[src/rtl/dma2d_pkg.sv]
package dma2d_pkg;

    typedef enum logic [1:0] {
        ESZ_BYTE = 2'd0,
        ESZ_HALF = 2'd1,
        ESZ_WORD = 2'd2,
        ESZ_WIDE = 2'd3
    } esize_t;

    typedef enum logic {
        ST_IDLE = 1'b0,
        ST_RUN  = 1'b1
    } gen_state_t;

    typedef struct packed {
        logic   two_d;
        logic   circular;
        logic   irq_row;
        esize_t esize;
    } mode_t;

    function automatic logic [1:0] esize_shift(input esize_t s);
        case (s)
            ESZ_BYTE: esize_shift = 2'd0;
            ESZ_HALF: esize_shift = 2'd1;
            default:  esize_shift = 2'd2;
        endcase
    endfunction

endpackage

[src/rtl/dma2d_dim_counter.sv]
module dma2d_dim_counter #(
    parameter int CW = 16
) (
    input  logic          clk,
    input  logic          rst,
    input  logic          load,
    input  logic [CW-1:0] load_val,
    input  logic          dec,
    output logic          is_last
);
    localparam int FW = CW + 1;

    logic [FW-1:0] remaining;

    always_ff @(posedge clk) begin
        if (rst) begin
            remaining <= '0;
        end else if (load) begin
            if (load_val == '0)
                remaining <= {1'b1, {CW{1'b0}}};
            else
                remaining <= {1'b0, load_val};
        end else if (dec) begin
            remaining <= remaining - FW'(1);
        end
    end

    assign is_last = (remaining == FW'(1));

endmodule

[src/rtl/dma2d_addr_unit.sv]
module dma2d_addr_unit #(
    parameter int AW = 32,
    parameter int SW = 16
) (
    input  logic          clk,
    input  logic          rst,
    input  logic          load,
    input  logic [AW-1:0] load_addr,
    input  logic          step_en,
    input  logic          use_outer,
    input  logic [SW-1:0] inner_step,
    input  logic [SW-1:0] outer_step,
    input  logic [1:0]    shift,
    output logic [AW-1:0] addr
);
    localparam int EXT = AW - SW;

    logic [SW-1:0] sel_step;
    logic [AW-1:0] step_ext;
    logic [AW-1:0] delta;

    always_comb begin
        sel_step = use_outer ? outer_step : inner_step;
        step_ext = {{EXT{sel_step[SW-1]}}, sel_step};
        delta    = step_ext << shift;
    end

    always_ff @(posedge clk) begin
        if (rst)
            addr <= '0;
        else if (load)
            addr <= load_addr;
        else if (step_en)
            addr <= addr + delta;
    end

endmodule

[src/rtl/dma2d_ctrl.sv]
module dma2d_ctrl
    import dma2d_pkg::*;
(
    input  logic clk,
    input  logic rst,
    input  logic en,
    input  logic start,
    input  logic xfer,
    input  logic row_last,
    input  logic col_last,
    input  logic circ_q,
    input  logic irq_row_q,
    output logic active,
    output logic start_ok,
    output logic reload,
    output logic step_en,
    output logic inner_dec,
    output logic row_adv,
    output logic irq,
    output logic done
);
    gen_state_t state, state_nx;
    logic accept;
    logic wrap;

    always_comb begin
        accept    = (state == ST_RUN) && en && xfer;
        start_ok  = (state == ST_IDLE) && en && start;
        wrap      = accept && row_last && col_last;
        reload    = wrap && circ_q;
        step_en   = accept && !wrap;
        inner_dec = accept && !row_last;
        row_adv   = accept && row_last && !col_last;
        state_nx  = state;
        case (state)
            ST_IDLE: if (start_ok) state_nx = ST_RUN;
            ST_RUN: begin
                if (!en)
                    state_nx = ST_IDLE;
                else if (wrap && !circ_q)
                    state_nx = ST_IDLE;
            end
            default: state_nx = ST_IDLE;
        endcase
    end

    always_ff @(posedge clk) begin
        if (rst) begin
            state <= ST_IDLE;
            irq   <= 1'b0;
            done  <= 1'b0;
        end else begin
            state <= state_nx;
            irq   <= accept && row_last && (irq_row_q || col_last);
            done  <= wrap;
        end
    end

    assign active = (state == ST_RUN);

endmodule

[src/rtl/dma2d_addr_gen.sv]
module dma2d_addr_gen
    import dma2d_pkg::*;
#(
    parameter int AW = 32,
    parameter int CW = 16,
    parameter int SW = 16
) (
    input  logic          clk,
    input  logic          rst,
    input  logic          en,
    input  logic          start,
    input  logic [AW-1:0] cfg_start,
    input  logic [CW-1:0] cfg_x_count,
    input  logic [SW-1:0] cfg_x_step,
    input  logic [CW-1:0] cfg_y_count,
    input  logic [SW-1:0] cfg_y_step,
    input  logic          cfg_two_d,
    input  logic          cfg_circular,
    input  logic          cfg_irq_row,
    input  logic [1:0]    cfg_size,
    input  logic          xfer,
    output logic          active,
    output logic [AW-1:0] addr,
    output logic          row_end,
    output logic          last,
    output logic          irq,
    output logic          done
);
    localparam logic [CW-1:0] ONE_ROW = CW'(1);

    // captured configuration
    logic [AW-1:0] start_q;
    logic [CW-1:0] x_count_q;
    logic [CW-1:0] y_count_q;
    logic [SW-1:0] x_step_q;
    logic [SW-1:0] y_step_q;
    mode_t         mode_q;
    mode_t         mode_in;

    // control strobes
    logic start_ok, reload, step_en, inner_dec, row_adv;
    logic row_last, col_last;
    logic load_all;

    // load sources
    logic [AW-1:0] src_start;
    logic [CW-1:0] src_x_count;
    logic [CW-1:0] src_y_rows;
    logic [CW-1:0] inner_val;

    always_comb begin
        mode_in.two_d    = cfg_two_d;
        mode_in.circular = cfg_circular;
        mode_in.irq_row  = cfg_irq_row;
        mode_in.esize    = esize_t'(cfg_size);
    end

    always_ff @(posedge clk) begin
        if (rst) begin
            start_q   <= '0;
            x_count_q <= '0;
            y_count_q <= '0;
            x_step_q  <= '0;
            y_step_q  <= '0;
            mode_q    <= '0;
        end else if (start_ok) begin
            start_q   <= cfg_start;
            x_count_q <= cfg_x_count;
            y_count_q <= cfg_y_count;
            x_step_q  <= cfg_x_step;
            y_step_q  <= cfg_y_step;
            mode_q    <= mode_in;
        end
    end

    always_comb begin
        load_all = start_ok || reload;
        if (start_ok) begin
            src_start   = cfg_start;
            src_x_count = cfg_x_count;
            src_y_rows  = cfg_two_d ? cfg_y_count : ONE_ROW;
        end else begin
            src_start   = start_q;
            src_x_count = x_count_q;
            src_y_rows  = mode_q.two_d ? y_count_q : ONE_ROW;
        end
        inner_val = load_all ? src_x_count : x_count_q;
    end

    dma2d_ctrl i_ctrl (
        .clk       (clk),
        .rst       (rst),
        .en        (en),
        .start     (start),
        .xfer      (xfer),
        .row_last  (row_last),
        .col_last  (col_last),
        .circ_q    (mode_q.circular),
        .irq_row_q (mode_q.irq_row),
        .active    (active),
        .start_ok  (start_ok),
        .reload    (reload),
        .step_en   (step_en),
        .inner_dec (inner_dec),
        .row_adv   (row_adv),
        .irq       (irq),
        .done      (done)
    );

    dma2d_dim_counter #(.CW(CW)) i_inner (
        .clk      (clk),
        .rst      (rst),
        .load     (load_all || row_adv),
        .load_val (inner_val),
        .dec      (inner_dec),
        .is_last  (row_last)
    );

    dma2d_dim_counter #(.CW(CW)) i_outer (
        .clk      (clk),
        .rst      (rst),
        .load     (load_all),
        .load_val (src_y_rows),
        .dec      (row_adv),
        .is_last  (col_last)
    );

    dma2d_addr_unit #(.AW(AW), .SW(SW)) i_addr (
        .clk        (clk),
        .rst        (rst),
        .load       (load_all),
        .load_addr  (src_start),
        .step_en    (step_en),
        .use_outer  (row_last),
        .inner_step (x_step_q),
        .outer_step (y_step_q),
        .shift      (esize_shift(mode_q.esize)),
        .addr       (addr)
    );

    assign row_end = active && row_last;
    assign last    = active && row_last && col_last;

endmodule

[config.mk]
export PLATFORM = sky130hd
export DESIGN_NAME = dma2d_addr_gen
export DESIGN_NICKNAME = d
export VERILOG_FILES = /design/src/rtl/dma2d_pkg.sv /design/src/rtl/dma2d_dim_counter.sv /design/src/rtl/dma2d_addr_unit.sv /design/src/rtl/dma2d_ctrl.sv /design/src/rtl/dma2d_addr_gen.sv
export SDC_FILE = /design/constraint.sdc
export NUM_CORES = 1
export LEC_CHECK = 0
export ABC_AREA = 1
export BUFFER_PORTS_ARGS = -buffer_cell sky130_fd_sc_hd__clkbuf_2
export CAP_MARGIN = 15
export CORE_MARGIN = 1.5
export CORE_UTILIZATION = 63
export DETAILED_ROUTE_END_ITERATION = 10
export GPL_ROUTABILITY_DRIVEN = 0
export HOLD_SLACK_MARGIN = 0.05
export PLACE_DENSITY_LB_ADDON = 0.1
export SKIP_CTS_REPAIR_TIMING = 1
export SLEW_MARGIN = 20
export SYNTH_ARGS = -nofsm -noshare
export SYNTH_HDL_FRONTEND = slang
export SYNTH_SLANG_ARGS = --single-unit
[constraint.sdc]
create_clock -name clk -period 7.9 [get_ports clk]
set_input_delay 2.37 -clock clk [delete_from_list [all_inputs] [get_ports clk]]
set_output_delay 2.37 -clock clk [all_outputs]
set_load 0.02 [all_outputs]
==> metrics.md, run 1 <==
| Metric | Value |
|---|---|
| Register area share after synthesis | `32.7%` |
| Max incr delay on CP | `about 0.6 ns` |
| CTS tree | `built` |
| Sink Count | `170` |
| Area of the multi-input gates | `5950 um^2` |
| Hold_sp | `y_step_q[8]$_SDFFE_PP0P_` |
| Fill cell count | `1404` |
| Pre-Repair DR Iteration Count | `5` |
| Clock Tree Root | `clkbuf_16` |
| Synth Cell Area | `10400 um^2` |
| Die Y-Extent | `132 um` |
| Post-synth cell types | `52` |
| Overall power | `2.27 mW` |
| CP Data Required Time | `8.26 ns` |
| Rel. slew slack | `about a quarter` |
| Chip width | `around 130 um` |
| Die Area | `roughly 17000 um^2` |
| Critical path origin | `en` |
| Post-Syn Nets | `roughly 1700` |
| # DRC | `0` |
| Net Switching | `0.703 mW` |
| Final setup fails | `0` |
| Worst-path clk slew | `~0.07 ns` |
| HP Class | `reg -> reg` |
| Total wire length | `28400 um` |
| Max_cap viols | `0` |
| FF+latch count, synth | `170` |
| Gr usage total | `33.1%` |
| DR WL/cell | `around 15 um` |
| Crit path launch type | `input port` |
| Sw frac | `31.0%` |
| CP endpoint kind | `register` |
| Clock power share | `39.1%` |
| Vias in the first global route | `around 10000` |
| H-tree depth | `4` |
| Final net count | `1848` |
| Final Skew | `roughly 0.0089 ns` |
| Fraction of layout cells with a size suffix above 1 | `12.8%` |
| Crit Reg-Reg Startpoint | `i_inner.remaining[1]$_SDFFE_PP0P_` |
| Row cnt | `46` |
| Worst-Margin Slew | `1.11 ns` |
| Area growth from synthesis to layout | `12.5%` |
| Initial antenna violation count | `0` |
| Hold Fails Final Rpt | `0` |
| Int Pwr | `around 1.6 mW` |
| Mean post-synth cell area | `between 6 and 7 um^2` |
| Sequential cell area | `3400 um^2` |
| First-pass GRT wire length | `between 40000 and 50000 um` |
| Initial DRC count | `944` |
| Peak Freq | `223 MHz` |
| Maximum root-to-sink buffer count | `2` |
| Comb power frac | `19.5%` |
| # IOs | `143` |
| Worst path slowest cell | `nand3_4` |
| Critical path cell sequence | `clkbuf_2, nand3_4, inv_1, buf_4, nand2_1, o21ai_0, inv_1, nor2_1, nand2_1, nor2_1, nand2_1, nand2_1, nand2_1, a21oi_1` |
| Power per Cell Area | `approximately 190 nW/um^2` |
| Starting Density | `65.1%` |
| YS warnings | `0` |
| Cells after Synth | `1607` |
| Max rail drop VDD | `0.162 mV` |
| Insertion delay to the later sink of the worst-skew pair | `around 0.44 ns` |
| Fin crit share | `56.8%` |
| IO buf count | `142` |
| Minimum clock period | `approximately 4.5 ns` |
| WP buf/inv | `4` |
| Status | `finished, final reports clean` |
| Max-slew violation count | `0` |
| CP max FO | `a little over 80` |
| Leading cell type in the layout, fill and taps excluded | `nand2_1` |
| Post-DRT Antenna Nets | `0` |
| TritonCTS Buffers | `17` |
| RSZ-0062 raised after global routing | `no` |
| CP Class | `in -> reg` |
| Core box area | `16000 um^2` |
| Largest net degree at the start of global routing | `91` |
| Vias | `10700` |
| Most frequent cells in the layout | `nand2_1, nor2_1, inv_1, dfxtp_1, clkbuf_2` |
| Top cells by area, synth | `dfxtp_1, nand2_1, nor2_1` |
| Antenna Cells | `0` |
| Sequential Power Share | `41.4%` |
| Final core utilization | `roughly three quarters` |
| Critical Path AT | `4.85 ns` |
| Pleak | `5.99 nW` |
| Area leader, netlist | `dfxtp_1` |
| CP top delay family | `simple AND/OR/NAND/NOR gates` |
| Overflow after GRT | `0` |
| Dpl hpwl | `20400 um` |
| DR vias/cell | `5.51` |
| Synth top area share | `32.7%` |
| Most frequent CP cell | `nand2_1` |
| Final setup TNS | `0 ns` |
worst paths after layout:
| check | endpoint | slack, ns | depth (start not counted) |
|---|---|---|---|
| hold reg to reg | y_step_q[8]$_SDFFE_PP0P_ | 0.45 | 2 |
| hold / removal | y_step_q[8]$_SDFFE_PP0P_ | 0.45 | 2 |
| setup reg to reg | i_addr.addr[28]$_SDFFE_PP0P_ | 3.88 | 23 |
| setup / recovery | i_outer.remaining[16]$_SDFFE_PP0N_ | 3.41 | 14 |
power groups by stage:
stage | Sequential (mW) | Clock [mW] | Combinational (mW)
2_1_floorplan | 0.955 | 0 | 0.321
3_3_place_gp | 0.956 | 0 | 0.423
3_5_place_dp | 0.958 | 0 | 0.432
4_1_cts | 0.939 | 0.892 | 0.438
5_1_grt | 0.945 | 0.931 | 0.497
6_report | 0.940 | 0.889 | 0.443
state kept, by name (all words and copies together) (netlist names):
register	count
i_ctrl.active	1
y_step_q	16
y_count_q	16
i_ctrl.done	1
start_q	32
i_addr.addr	32
i_inner.remaining	17
x_step_q	16
i_ctrl.irq	1
x_count_q	16
i_outer.remaining	17
mode_q	5
layer usage:
| metal | up-vias | wire [um] | share of wire, % | global-route usage (%) |
|---|---|---|---|---|
| met5 | - | 0 | 0 | 0 |
| met4 | 0 | 757 | 2.7 | 13.4 |
| met3 | 67 | 1770 | 6.3 | 5.67 |
| met2 | 376 | 13500 | 48 | 55.6 |
| met1 | 4867 | 12300 | 44 | 42.0 |
| li1 | 5352 | - | - | - |
area by class of cell:
| cell class | instances | area share (%) |
|---|---|---|
| inverters | 191 | 6.12 |
| flip-flops and latches | 170 | 29.0 |
| clock inverters | 15 | 1.62 |
| repair buffers | 148 | 6.47 |
| well taps | 216 | 2.31 |
| multi-input cells | 1178 | 50.8 |
| clock buffers | 17 | 3.63 |
logic make-up after synthesis:
kind of cell	Yosys count	share of synthesized area (%)
buffers and inverters	259	10.3
multiplexers	27	2.60
AND/OR/NAND/NOR	773	31.3
AO/OA/AOI/OAI	306	15.7
flip-flops	170	32.7
XOR/XNOR	36	3.03
adder cells (fa/ha/maj)	36	4.40
synth_stat cells (all sizes together):
cell type / n
nand3b: 2
xnor2: 4
or2: 20
o22ai: 7
a21oi: 116
a221oi: 2
nand3: 71
clkinv: 2
a211oi: 2
o21bai: 4
ha: 35
o21a: 8
nor3: 13
nor2: 217
nor3b: 2
a21o: 1
buf: 30
nand4: 11
o211ai: 5
mux2i: 27
nand2: 431
dfxtp: 170
inv: 189
o31ai: 2
clkbuf: 38
a21boi: 3
a22oi: 1
xor2: 32
o21ai: 138
fa: 1
and2: 1
a31oi: 17
or3: 1
nor4: 4
tightest hold or removal path: cells and delay by family, from the launching register on:
kind / cells / cell delay [ns]
flops: 1 / 0.30
buf+inv: 1 / 0.06
compound gates: 1 / 0.05
metrics by stage:
step           worst slack [ns]  cell area, um^2  hold WS [ns]  instances
2_1_floorplan              3.90            10400         0.425       1607
3_3_place_gp               2.99            11100         0.435       1903
3_5_place_dp               2.97            11100         0.446       1903
4_1_cts                    3.43            11700         0.456       1935
5_1_grt                    3.10            11700         0.474       1935
6_report                   3.41            11700         0.453       1935
No activity file was read; power rests on OpenSTA's default activity.
==> run 2, diff against run 1 <==
--- a/config.mk
+++ b/config.mk
@@ -9,7 +9,7 @@
 export BUFFER_PORTS_ARGS = -buffer_cell sky130_fd_sc_hd__clkbuf_2
 export CAP_MARGIN = 15
 export CORE_MARGIN = 1.5
-export CORE_UTILIZATION = 63
+export CORE_UTILIZATION = 59
 export DETAILED_ROUTE_END_ITERATION = 10
 export GPL_ROUTABILITY_DRIVEN = 0
 export HOLD_SLACK_MARGIN = 0.05
==> constraint.sdc (replaced) <==
create_clock -name clk -period 4.15 [get_ports clk]
set_input_delay 1.245 -clock clk [delete_from_list [all_inputs] [get_ports clk]]
set_output_delay 1.245 -clock clk [all_outputs]
set_load 0.02 [all_outputs]
==> metrics.md, run 2 (synthesis gave the netlist of run 1 again) <==
| Metric | Value |
|---|---|
| Post-route insts no fill | `1952` |
| Core box area | `17300 um^2` |
| Gr usage total | `31.8%` |
| Chip width | `approximately 140 um` |
| RSZ-0062 raised after global routing | `no` |
| Hold Slack | `0.451 ns` |
| Antenna Cells | `0` |
| WP buf/inv | `4` |
| Rel. slew slack | `45.2%` |
| Initial antenna violation count | `0` |
| Total wire length | `28400 um` |
| Pre-Repair DR Iteration Count | `5` |
| Sink Count | `170` |
| Most frequent CP cell | `nand2_1` |
| Fill cell count | `1555` |
| DR vias/cell | `5.42` |
| Vias | `10600` |
| CP Data Required Time | `4.47 ns` |
| CTS tree | `built` |
| Status | `finished, final reports clean` |
| Dpl hpwl | `~21000 um` |
| Row cnt | `between 40 and 50` |
| Maximum root-to-sink buffer count | `2` |
| H-tree depth | `4` |
| Starting Density | `about three fifths` |
| Overflow after GRT | `0` |
| # IOs | `roughly 140` |
| Int Pwr | `2.98 mW` |
| Leading cell type in the layout, fill and taps excluded | `nand2_1` |
| Fin crit share | `between 80% and 90%` |
| IO buf count | `142` |
| Sequential Power Share | `41.8%` |
| Final Skew | `0.0122 ns` |
| CP top delay family | `simple AND/OR/NAND/NOR gates` |
| Die Y-Extent | `136 um` |
| Max rail drop VDD | `0.300 mV` |
| Final WS setup | `~0.53 ns` |
| Largest net degree at the start of global routing | `between 50 and 60` |
| Die Area | `18400 um^2` |
| Power per Cell Area | `363 nW/um^2` |
| Critical path cell sequence | `inv_1, ha_1, nand3_1, nor2_4, nand2_1, buf_4, o21ai_0, mux2i_1, a21oi_1, ha_1, nand2_1, inv_1, a21oi_1, nand2_1, nand2_1, nand2_1, xor2_1, nand2_1, nand2_1, o21ai_0, inv_1` |
| DR WL/cell | `14.5 um` |
| Hold Fails Final Rpt | `0` |
| Max-slew violation count | `0` |
| Clock power share | `38.5%` |
| Net Switching | `1.30 mW` |
| First-pass GRT wire length | `46600 um` |
| Fraction of layout cells with a size suffix above 1 | `13.1%` |
| Final setup fails | `0` |
| Vias in the first global route | `between 10000 and 15000` |
| Clock Tree Root | `clkbuf_16` |
| Worst-path clk slew | `approximately 0.070 ns` |
| CP Class | `reg -> reg` |
| Setup WS pre-CTS | `roughly 0.6 ns` |
| Sw frac | `30.4%` |
| Pleak | `roughly 6 nW` |
| Worst path slowest cell | `dfxtp_1` |
| Minimum clock period | `3.62 ns` |
| Comb power frac | `19.7%` |
| Post-DRT Antenna Nets | `0` |
| HP Class | `reg -> reg` |
| Crit path launch type | `register` |
| Regs by FF count | `i_addr.addr x32, start_q x32` |
| Max_cap viols | `0` |
| CP max FO | `17` |
| Final setup TNS | `0 ns` |
| Max incr delay on CP | `approximately 0.33 ns` |
| Initial DRC count | `678` |
| Final net count | `1856` |
| Peak Freq | `~280 MHz` |
| Insertion delay to the later sink of the worst-skew pair | `0.43 ns` |
| Most frequent cells in the layout | `nand2_1, nor2_1, inv_1, dfxtp_1, clkbuf_2` |
| Total placed cells including tap cells | `between 1500 and 2000` |
| CP endpoint kind | `register` |
| Worst-Margin Slew | `0.821 ns` |
| Critical Path AT | `3.94 ns` |
| Area growth from synthesis to layout | `13.3%` |
| # DRC | `0` |
| TritonCTS Buffers | `17` |
[run 2: changes by cell type in the layout (fill, tap and decap cells not counted), sizes merged]
cell / previous run / this run
clkinv: 9 / 5
clkinvlp: 0 / 2
clkbuf: 158 / 163
buf: 7 / 15
inv: 194 / 192
bufinv: 3 / 2
[run 2: area by class of cell]
cell class	count	area, um^2	area share (%)
clock buffers	22	474	4.02
inverters	191	717	6.08
clock inverters	10	130	1.10
repair buffers	156	838	7.11
multi-input cells	1178	5950	50.5
well taps	225	282	2.39
flip-flops and latches	170	3400	28.9
[run 2: power by group through the flow]
| stage | clock, mW | combinational (mW) | sequential [mW] |
|---|---|---|---|
| 6_report | 1.65 | 0.845 | 1.79 |
| 5_1_grt | 1.74 | 0.952 | 1.80 |
| 2_1_floorplan | 0 | 0.610 | 1.82 |
| 3_3_place_gp | 0 | 0.816 | 1.82 |
| 3_5_place_dp | 0 | 0.827 | 1.82 |
| 4_1_cts | 1.67 | 0.836 | 1.79 |
[run 2: final timing paths]
check / from / endpoint / slack [ns] / depth (start not counted)
min reg2reg: y_step_q[9]$_SDFFE_PP0P_ / y_step_q[9]$_SDFFE_PP0P_ / 0.45 / 2
max: i_inner.remaining[1]$_SDFFE_PP0P_ / i_addr.addr[15]$_SDFFE_PP0P_ / 0.53 / 21
min: y_step_q[9]$_SDFFE_PP0P_ / y_step_q[9]$_SDFFE_PP0P_ / 0.45 / 2
max reg2reg: i_inner.remaining[1]$_SDFFE_PP0P_ / i_addr.addr[15]$_SDFFE_PP0P_ / 0.53 / 21
[run 2: worst register-to-register path, stage by stage, from the launching register on]
cell     delay, ns
dfxtp_1       0.33
inv_1         0.08
ha_1          0.14
nand3_1       0.11
nor2_4        0.16
nand2_1       0.24
buf_4         0.28
o21ai_0       0.31
mux2i_1       0.18
a21oi_1       0.17
ha_1          0.30
nand2_1       0.15
inv_1         0.05
a21oi_1       0.13
nand2_1       0.14
nand2_1       0.09
nand2_1       0.13
xor2_1        0.19
nand2_1       0.07
nand2_1       0.05
o21ai_0       0.14
inv_1         0.06
[run 2: routing by layer]
metal | vias up | wire length [um] | track usage (%)
li1 | 5369 | - | -
met1 | 4782 | 12500 | 41.0
met2 | 356 | 13300 | 53.2
met3 | 70 | 1620 | 4.81
met4 | 0 | 875 | 12.5
met5 | - | 0 | 0
[run 2: stage by stage]
step / instance area, um^2 / utilization [%] / power [mW]
final: 11800 / 68.2 / 4.28
after global routing: 11800 / 68.2 / 4.49
after CTS: 11800 / 68.0 / 4.29
after detailed placement: 11200 / 64.5 / 2.65
after global placement: 11200 / 64.5 / 2.64
after floorplan: 10400 / - / 2.43
==> run 3, diff against run 2 <==
--- a/config.mk
+++ b/config.mk
@@ -18,4 +18,5 @@
 export SLEW_MARGIN = 20
 export SYNTH_ARGS = -nofsm -noshare
 export SYNTH_HDL_FRONTEND = slang
+export SYNTH_HIERARCHICAL = 1
 export SYNTH_SLANG_ARGS = --single-unit
==> metrics.md, run 3 <==
| Metric | Value |
|---|---|
| Row cnt | `49` |
| Chip width | `139 um` |
| DR WL/cell | `between 10 and 15 um` |
| Primary FF master, synth | `dfxtp_1` |
| Final net count | `1983` |
| Final Skew | `0.0130 ns` |
| Top cells by area, synth | `dfxtp_1, nand2_1, a21oi_1` |
| Register area share after synthesis | `between 30% and 40%` |
| Core box area | `between 15000 and 20000 um^2` |
| Max_cap viols | `0` |
| Vias | `approximately 11000` |
| Most frequent cells after synthesis | `nand2_1, inv_1, nor2_1` |
| Final setup fails | `0` |
| DR vias/cell | `about 5.5` |
| Max incr delay on CP | `around 0.43 ns` |
| Number of synthesized flops with an enable pin | `0` |
| CP Class | `reg -> reg` |
| Worst-path clk slew | `0.07 ns` |
| Worst-Margin Slew | `0.911 ns` |
| Hold Fails Final Rpt | `0` |
| Worst path slowest cell | `ha_1` |
| Pleak | `6.19 nW` |
| Fin crit share | `92.7%` |
| Critical Path AT | `a little over 4 ns` |
| Peak Freq | `260 MHz` |
| Largest net degree at the start of global routing | `104` |
| Status | `finished, final reports clean` |
| Max-slew violation count | `0` |
| Synth top area share | `31.3%` |
| Starting Density | `60.3%` |
| CP Data Required Time | `around 4.4 ns` |
| Cells after Synth | `between 1500 and 2000` |
| Mean post-synth cell area | `about 6.3 um^2` |
| RSZ-0062 raised after global routing | `no` |
| Post-Syn Nets | `1876` |
| Synth Cell Area | `approximately 11000 um^2` |
| Die Area | `19200 um^2` |
| Vias in the first global route | `10500` |
| YS warnings | `6` |
| Rel. slew slack | `between 30% and 40%` |
| Antenna Cells | `0` |
| Crit path launch type | `register` |
| HP Class | `reg -> reg` |
| Max rail drop VDD | `0.293 mV` |
| Post-synth ARST share | `0%` |
| Count leader, synth | `nand2_1` |
| FF+latch count, synth | `170` |
| Final setup TNS | `0 ns` |
| Die Y-Extent | `139 um` |
| First-pass GRT wire length | `approximately 50000 um` |
| Total wire length | `30600 um` |
| Area leader, netlist | `dfxtp_1` |
| Critical path cell sequence | `nor2_2, nand2_1, nor4_2, buf_4, inv_2, nand2_1, nand2_1, o21ai_0, o21ai_0, ha_1, nand2_1, nor2_1, nand2_1, nor3_1, nand2_1, nand2_1, nand2_1, nand3_1, a21oi_1` |
| CP endpoint kind | `register` |
| Most frequent CP cell | `nand2_1` |
| Sink Count | `170` |
| Clock Tree Root | `clkbuf_16` |
| Insertion delay to the later sink of the worst-skew pair | `0.43 ns` |
| Initial antenna violation count | `0` |
| Regs by FF count | `i_addr/addr x32, start_q x32` |
| H-tree depth | `4` |
| Initial DRC count | `930` |
| Pre-Repair DR Iteration Count | `5` |
| CTS tree | `built` |
| Leading cell type in the layout, fill and taps excluded | `nand2_1` |
| CP max FO | `23` |
| Hold Slack | `0.464 ns` |
| Fraction of layout cells with a size suffix above 1 | `~15%` |
| Gr usage total | `31.2%` |
| Dpl hpwl | `22500 um` |
| Overflow after GRT | `0` |
| TritonCTS Buffers | `17` |
| Maximum root-to-sink buffer count | `2` |
| Post-synth cell types | `45` |
| Most frequent cells in the layout | `nand2_1, inv_1, nor2_1, dfxtp_1, clkbuf_2` |
| # DRC | `0` |
| Power per Cell Area | `347 nW/um^2` |
| Post-DRT Antenna Nets | `0` |
| # IOs | `143` |
| Minimum clock period | `slightly below 4 ns` |
| IO buf count | `142` |
| Area growth from synthesis to layout | `12.7%` |
[run 3: cell count changes after synthesis, sizes merged, moves of 11 or more]
| cell | before | now |
|---|---|---|
| a21oi | 116 | 150 |
| a22oi | 1 | 29 |
| buf | 30 | 46 |
| clkbuf | 38 | 23 |
| mux2i | 27 | 2 |
| nand2 | 431 | 592 |
| nand3 | 71 | 138 |
| nor2 | 217 | 206 |
| o21ai | 138 | 92 |
| or2 | 20 | 6 |
| xor2 | 32 | 10 |
[run 3: final cells by class]
| type | instances | area, um^2 |
|---|---|---|
| inverter | 183 | 688 |
| timing repair buffer | 157 | 838 |
| clock buffer | 19 | 453 |
| fill | 1692 | 5780 |
| clock inverter | 13 | 133 |
| sequential | 170 | 3400 |
| multi-input combinational | 1312 | 6440 |
| tap | 229 | 287 |
[run 3: logic make-up (layout without fill, tap and decap cells)]
| logic type | count (synthesis) | in the layout | share of synthesized area, % |
|---|---|---|---|
| AND/OR/NAND/NOR | 972 | 972 | 39.0 |
| AO/OA/AOI/OAI | 292 | 292 | 15.0 |
| buffers and inverters | 252 | 372 | 9.57 |
| flip-flops | 170 | 170 | 31.3 |
| adder cells (fa/ha/maj) | 36 | 36 | 4.21 |
| XOR/XNOR | 10 | 10 | 0.806 |
| multiplexers | 2 | 2 | 0.184 |
[run 3: final timing paths]
path	from	to	slack [ns]	cells past startpoint
worst max-delay path	i_inner/remaining[5]$_SDFFE_PP0P_	i_addr/addr[27]$_SDFFE_PP0P_	0.30	19
worst min-delay path	y_count_q[9]$_SDFFE_PP0P_	y_count_q[9]$_SDFFE_PP0P_	0.46	2
worst max register to register	i_inner/remaining[5]$_SDFFE_PP0P_	i_addr/addr[27]$_SDFFE_PP0P_	0.30	19
worst min register to register	y_count_q[9]$_SDFFE_PP0P_	y_count_q[9]$_SDFFE_PP0P_	0.46	2
[run 3: worst max-delay path: cells and delay by family (launching register included)]
kind / cells / cell delay, ns
flops: 1 / 0.34
fa+ha+maj: 1 / 0.43
buf+inv: 2 / 0.52
compound gates: 3 / 0.68
simple gates: 13 / 1.72
[run 3: stage by stage]
step           area (um^2)  util (%)  std cells  setup WS (ns)  total power [mW]
4_1_cts              12200      67.9       2083          0.382              4.25
3_3_place_gp         11700      64.7       2051          0.521              2.65
3_5_place_dp         11700      64.7       2051          0.421              2.66
5_1_grt              12200      67.9       2083         0.0879              4.44
2_1_floorplan        10900         -       1734          0.665              2.43
6_report             12200      67.9       2083          0.301              4.25
[run 3: metal layers]
layer	part of all wire, %	vias up	GRT usage (%)
li1	-	5783	-
met3	5.3	59	4.42
met4	2.3	0	9.87
met2	46	357	51.5
met1	46	5264	42.5
met5	0	-	0
[run 3: where the power goes]
part / leakage [nW] / total (mW) / internal (mW) / switching, mW
Clock: 0.292 / 1.60 / 0.879 / 0.722
Combinational: 4.51 / 0.866 / 0.298 / 0.568
Sequential: 1.39 / 1.78 / 1.72 / 0.0656
Total: 6.19 / 4.25 / 2.89 / 1.35
